File: config.mk
export PLATFORM = sky130hd
export DESIGN_NAME = cvt_irq_ctrl
export DESIGN_NICKNAME = d
export VERILOG_FILES = /design/src/rtl/cvt_irq_pkg.sv /design/src/rtl/cvt_slot_flags.sv /design/src/rtl/cvt_vec_encode.sv /design/src/rtl/cvt_irq_ctrl.sv
export SDC_FILE = /design/constraint.sdc
export NUM_CORES = 1
export LEC_CHECK = 0
export BUFFER_PORTS_ARGS = -buffer_cell sky130_fd_sc_hd__buf_4
export CORE_UTILIZATION = 49
export CTS_CLUSTER_SIZE = 24
export DETAILED_ROUTE_END_ITERATION = 8
export GPL_TIMING_DRIVEN = 1
export MAX_ROUTING_LAYER = met4
export PLACE_DENSITY = 0.75
export SYNTH_ARGS = -nofsm -noshare
export SYNTH_HDL_FRONTEND = slang
export SYNTH_HIERARCHICAL = 1
export SYNTH_SLANG_ARGS = --single-unit
File: constraint.sdc
create_clock -name clk -period 2.25 [get_ports clk]
set_clock_uncertainty 0.1 [all_clocks]
set_input_delay 0.3375 -clock clk [delete_from_list [all_inputs] [get_ports clk]]
set_output_delay 0.3375 -clock clk [all_outputs]
set_load 0.05 [all_outputs]
File: src/rtl/cvt_irq_pkg.sv
package cvt_irq_pkg;
    localparam int VEC_NONE      = 0;
    localparam int VEC_OVF       = 2;
    localparam int VEC_TOV       = 4;
    localparam int VEC_SLOT_BASE = 6;

    typedef struct packed {
        logic ovf;
        logic tov;
    } err_state_t;
endpackage

File: src/rtl/cvt_slot_flags.sv
module cvt_slot_flags #(
    parameter int NUM_SLOTS = 16,
    localparam int SLOT_W = (NUM_SLOTS > 1) ? $clog2(NUM_SLOTS) : 1
) (
    input  logic                 clk,
    input  logic                 rst_n,
    input  logic                 wr_stb,
    input  logic [SLOT_W-1:0]    wr_slot,
    input  logic                 rd_stb,
    input  logic [SLOT_W-1:0]    rd_slot,
    output logic [NUM_SLOTS-1:0] flags,
    output logic                 overwrite
);
    typedef struct packed {
        logic [NUM_SLOTS-1:0] flag;
        logic [NUM_SLOTS-1:0] unread;
    } slot_state_t;

    slot_state_t st_d, st_q;
    logic same_slot;

    always_comb begin
        st_d      = st_q;
        same_slot = rd_stb && wr_stb && (rd_slot == wr_slot);
        // an unread result is overwritten unless it is read in this same cycle
        overwrite = wr_stb && st_q.unread[wr_slot] && !same_slot;
        if (rd_stb) begin
            st_d.flag[rd_slot]   = 1'b0;
            st_d.unread[rd_slot] = 1'b0;
        end
        if (wr_stb) begin
            st_d.flag[wr_slot]   = 1'b1;
            st_d.unread[wr_slot] = 1'b1;
        end
    end

    always_ff @(posedge clk) begin
        if (!rst_n) st_q <= '0;
        else        st_q <= st_d;
    end

    assign flags = st_q.flag;

    assert_slot_set_R2: assert property (@(posedge clk) disable iff (!rst_n)
        wr_stb |=> flags[$past(wr_slot)]);

    assert_slot_clear_R7: assert property (@(posedge clk) disable iff (!rst_n)
        (rd_stb && !(wr_stb && wr_slot == rd_slot)) |=> !flags[$past(rd_slot)]);

    assert_same_slot_R10: assert property (@(posedge clk) disable iff (!rst_n)
        (rd_stb && wr_stb && wr_slot == rd_slot) |-> !overwrite);
endmodule

File: src/rtl/cvt_vec_encode.sv
module cvt_vec_encode
    import cvt_irq_pkg::*;
#(
    parameter int NUM_SLOTS = 16,
    localparam int VEC_W = $clog2(2 * NUM_SLOTS + 5)
) (
    input  logic [NUM_SLOTS-1:0] flags,
    input  logic [NUM_SLOTS-1:0] slot_en,
    input  logic                 ovf,
    input  logic                 ovf_en,
    input  logic                 tov,
    input  logic                 tov_en,
    output logic [VEC_W-1:0]     vec
);
    always_comb begin
        vec = VEC_W'(VEC_NONE);
        // walk from the lowest priority upward so the last hit wins
        for (int i = NUM_SLOTS - 1; i >= 0; i--) begin
            if (flags[i] && slot_en[i]) vec = VEC_W'(VEC_SLOT_BASE + 2 * i);
        end
        if (tov && tov_en) vec = VEC_W'(VEC_TOV);
        if (ovf && ovf_en) vec = VEC_W'(VEC_OVF);
    end
endmodule

File: src/rtl/cvt_irq_ctrl.sv
module cvt_irq_ctrl
    import cvt_irq_pkg::*;
#(
    parameter int NUM_SLOTS = 16,
    localparam int SLOT_W = (NUM_SLOTS > 1) ? $clog2(NUM_SLOTS) : 1,
    localparam int VEC_W  = $clog2(2 * NUM_SLOTS + 5)
) (
    input  logic                 clk,
    input  logic                 rst_n,
    input  logic                 wr_stb,
    input  logic [SLOT_W-1:0]    wr_slot,
    input  logic                 rd_stb,
    input  logic [SLOT_W-1:0]    rd_slot,
    input  logic                 req_stb,
    input  logic                 busy,
    input  logic [NUM_SLOTS-1:0] slot_en,
    input  logic                 ovf_en,
    input  logic                 tov_en,
    input  logic                 gie,
    input  logic                 vec_rd,
    output logic                 irq,
    output logic [VEC_W-1:0]     vec
);
    logic [NUM_SLOTS-1:0] flags;
    logic                 overwrite;
    err_state_t           err_d, err_q;

    cvt_slot_flags #(.NUM_SLOTS(NUM_SLOTS)) u_flags (
        .clk       (clk),
        .rst_n     (rst_n),
        .wr_stb    (wr_stb),
        .wr_slot   (wr_slot),
        .rd_stb    (rd_stb),
        .rd_slot   (rd_slot),
        .flags     (flags),
        .overwrite (overwrite)
    );

    cvt_vec_encode #(.NUM_SLOTS(NUM_SLOTS)) u_enc (
        .flags   (flags),
        .slot_en (slot_en),
        .ovf     (err_q.ovf),
        .ovf_en  (ovf_en),
        .tov     (err_q.tov),
        .tov_en  (tov_en),
        .vec     (vec)
    );

    always_comb begin
        err_d = err_q;
        // acknowledge first, so a same-cycle set takes precedence
        if (vec_rd && vec == VEC_W'(VEC_OVF)) err_d.ovf = 1'b0;
        if (vec_rd && vec == VEC_W'(VEC_TOV)) err_d.tov = 1'b0;
        if (overwrite)       err_d.ovf = 1'b1;
        if (req_stb && busy) err_d.tov = 1'b1;
    end

    always_ff @(posedge clk) begin
        if (!rst_n) err_q <= '0;
        else        err_q <= err_d;
    end

    assign irq = gie && (vec != VEC_W'(VEC_NONE));

    assert_ovf_set_R4: assert property (@(posedge clk) disable iff (!rst_n)
        overwrite |=> err_q.ovf);

    assert_tov_set_R5: assert property (@(posedge clk) disable iff (!rst_n)
        (req_stb && busy) |=> err_q.tov);

    assert_vec_even_R6: assert property (@(posedge clk) disable iff (!rst_n)
        vec[0] == 1'b0);

    assert_err_irq_R3: assert property (@(posedge clk) disable iff (!rst_n)
        (gie && ovf_en && err_q.ovf) |-> irq);

    assert_ovf_ack_R8: assert property (@(posedge clk) disable iff (!rst_n)
        (vec_rd && vec == VEC_W'(VEC_OVF) && !overwrite) |=> !err_q.ovf);
endmodule

==> metrics.md <==
| Metric | Value |
|---|---|
| Required time at the worst-slack endpoint | 1.81 ns |
| Nets | 324 |
| Setup slack of the most critical reg-to-reg path | -0.10 ns |
| Share of synthesized area occupied by flip-flops and latches | 0.340 |
| Critical Path End Type | primary output |
| Count of clock tree sinks | 34 |
| Post-synthesis instance area | 2000 sq um |
| Buffer levels on the longest clock path | 2 |
| Total core area | 3800 sq um |
| Setup CP Type | reg -> out |
| Overall track demand over capacity in global routing | 0.271 |
| Commonest non-fill, non-tap cell in the layout | sky130_fd_sc_hd__nand2_1 |
| Total CTS buffers | 5 |
| Proportion of power drawn by the clock network | 0.308 |
| Number of max-cap violations | 0 |
| Final cell utilization of the core | 0.687 |
| Sw Pwr | 0.373 mW |
| Hold path start | busy |
| Endpoint of the worst hold-timing path | err_q[0] |
| Leakage Power | 1.03 nW |
| Minimum clock period after layout | 2.62 ns |
| Max Fclk | 381 MHz |
| Post-detail-place hpwl | 4060 um |
| Final count of negative-setup-slack endpoints | 5 |
| Final instance area | 2610 sq um |
| Initial standard-cell utilization of the core | 0.526 |
| Cell count of the worst reg-to-reg path | 8 |
| Violated checks | negative setup slack |
| Least-Margin Pin Slew | 0.651 ns |
| Kind of path behind the tightest hold check | in -> reg |
| Reg2reg end | err_q[1] |
| Fraction of final layout cells with drive strength greater than 1 | 0.334 |
| Critical Path Start Type | flop |
| Unrepaired setup endpoints after global routing | yes |
| H-tree depth reported by CTS | 2 |
| Register share of total power | 0.464 |
| Overall routed net length | 5310 um |
| Count of pins over their slew limit | 0 |
| Critical path data arrival time | 2.18 ns |
| Total number of yosys warnings | 6 |
| Synthesized netlist net count | 275 |
| Post-synthesis to final-layout area growth | 30.5% |
| Combinational group share of total power | 0.228 |
| Die footprint | 4340 sq um |
| Number of vias after detailed routing | 1940 |
| Clock edge transition at the registers on the reported setup and hold paths | 0.06 ns |
| Top FF cell, synth | sky130_fd_sc_hd__dfxtp_1 |
| IR drop worst, VDD | 330 uV |
| Cells traversed along the worst timing path | a22o_4, a221oi_4, a21oi_2, or4_4, o31a_4, buf_8 |
| Part of the cycle the worst path needs | 1.17 |
| CTS Root Cell | sky130_fd_sc_hd__clkbuf_8 |
| PwrDens | 518 nW/um^2 |
| Worst path max stage delay | 0.54 ns |
| Synth cell types | 45 |
| Largest net degree at the start of global routing | 36 |
| Antenna violations before repair | 0 |
| Placed cell areas | 2420 sq um |
| Worst r2r src | u_flags/flags[4] |
| Post-route DRC | 0 |
| Buffers added on ports | 39 |
| Status | finished, violations left |
| Number of flip-flops and latches in the synthesized netlist | 34 |
| Clock tree from TritonCTS | yes |
| Average vias per placed instance | 5.74 |
| Commonest cells after routing, fill and taps aside | 77 x sky130_fd_sc_hd__nand2_1, 61 x sky130_fd_sc_hd__buf_4, 32 x sky130_fd_sc_hd__a21boi_0 |
| Count of flip-flops with a built-in enable after synthesis | 0 |
| Standard-cell rows | 22 |
| Die width | 65.9 um |
| Slowest stage cell on the critical path | sky130_fd_sc_hd__or4_4 |
| TNS Setup | -0.582 ns |
| Internal power component | 0.979 mW |
| Post-layout worst setup margin | -0.371 ns |
| First-pass GRT wire length | 8490 um |
| Routability Congestion | 0.867 |
| Count of antenna diodes in the layout | 0 |
| Drt first pass iters | 4 |
| Hold violation count in the final report | 0 |
| Detailed router's first-iteration violation count | 98 |
| Relative max-transition margin | 0.565 |
| Remaining Overflow, GRT | 0 |
| Worst hold path cell count | 3 |
| Gate Count Post-Synth | 241 |
| Mean area per synthesized cell | 8.30 sq um |
| Number of routed nets with antenna violations | 0 |
| Clk Latency, worst-skew pair | 0.28 ns |
| Proportion of synthesized flip-flops having asynchronous set or reset | 0 |
| Via count of the first global-routing pass | 1802 |
| Boundary pin count | 41 |
| Final routed wire length divided by cell count | 15.7 um |
| Switching share of power | 0.276 |
| Die boundary height | 65.9 um |
| CP max FO | 2 |
## power by group through the flow
| stage | sequential [mW] | clock (mW) | combinational (mW) |
|---|---|---|---|
| global route | 0.629 | 0.446 | 0.329 |
| CTS | 0.627 | 0.424 | 0.290 |
| floorplan | 0.635 | 0 | 0.164 |
| global placement | 0.639 | 0 | 0.269 |
| detailed placement | 0.640 | 0 | 0.272 |
| finish | 0.628 | 0.416 | 0.308 |
## per-stage QoR
stage / power (mW) / instances / hold WS (ns) / worst slack (ns)
global route: 1.40 / 338 / 0.186 / -0.423
floorplan: 0.798 / 241 / 0.339 / -0.392
finish: 1.35 / 338 / 0.169 / -0.371
detailed placement: 0.912 / 329 / 0.360 / -0.255
CTS: 1.34 / 337 / 0.172 / -0.375
global placement: 0.907 / 329 / 0.350 / -0.219
## worst max path at each step
stage	start	slack, ns	to
final	u_flags/flags[4]	-0.37	irq
after CTS	u_flags/flags[4]	-0.38	irq
after global placement	slot_en[4]	-0.22	irq
after floorplan	u_flags/flags[4]	-0.39	irq
after global routing	u_flags/flags[4]	-0.42	irq
after detailed placement	slot_en[4]	-0.25	irq
## Yosys cell counts, types with 3 or more instances
master	n	area share
sky130_fd_sc_hd__nor2_1	3	0.0056
sky130_fd_sc_hd__a21boi_0	32	0.12
sky130_fd_sc_hd__nand3_1	13	0.033
sky130_fd_sc_hd__a22oi_1	5	0.019
sky130_fd_sc_hd__xor2_1	3	0.013
sky130_fd_sc_hd__nand2_1	77	0.14
sky130_fd_sc_hd__buf_4	17	0.064
sky130_fd_sc_hd__nor2b_1	4	0.013
sky130_fd_sc_hd__clkbuf_1	4	0.0075
sky130_fd_sc_hd__buf_2	4	0.010
sky130_fd_sc_hd__dfxtp_1	34	0.34
sky130_fd_sc_hd__o21ai_0	3	0.0075
## flip-flops by register name, summed over array words and instances (netlist names)
signal / count
err_q: 2
u_flags/flags: 16
u_flags/st_q: 16
## kinds of logic (layout without fill, tap and decap cells)
kind of cell           after synthesis  after routing  share of synthesized area
AO/OA/AOI/OAI                       63             63                      0.257
XOR/XNOR                             4              4                     0.0175
buffers and inverters               26             75                     0.0870
flip-flops                          34             34                      0.340
multiplexers                         4              4                     0.0488
other                                1              1                    0.00188
AND/OR/NAND/NOR                    109            109                      0.248
## area by class of cell
| cell class | count | area [sq um] |
|---|---|---|
| multi-input combinational | 181 | 1230 |
| timing repair buffer | 68 | 556 |
| tap | 48 | 60.1 |
| sequential | 34 | 684 |
| fill | 312 | 1190 |
| clock buffer | 7 | 76.3 |
## routing by layer
layer / global-route usage / up-vias / wire length (um)
met5: - / - / 0
met4: 0.111 / 0 / 153
met3: 0.0414 / 15 / 282
met2: 0.458 / 75 / 2550
met1: 0.320 / 911 / 2320
li1: - / 939 / -
## repair_timing
action / 4_1_cts / 5_1_grt
endpoints found under the hold margin: 0 / 0
hold buffers: 0 / 0
setup endpoints to repair: 7 / 7
resized for setup: 14 / 10
pin swaps: 7 / 5
setup buffers: 3 / 1
## worst max-delay path, delay by kind of cell (launching register included)
family	cells	cell delay, ns
AOI/OAI and AO/OA	4	0.87
buffers and inverters	1	0.15
DFF	1	0.33
and+or+nand+nor	1	0.54
Note: power is estimated with default switching activity, not from simulation.
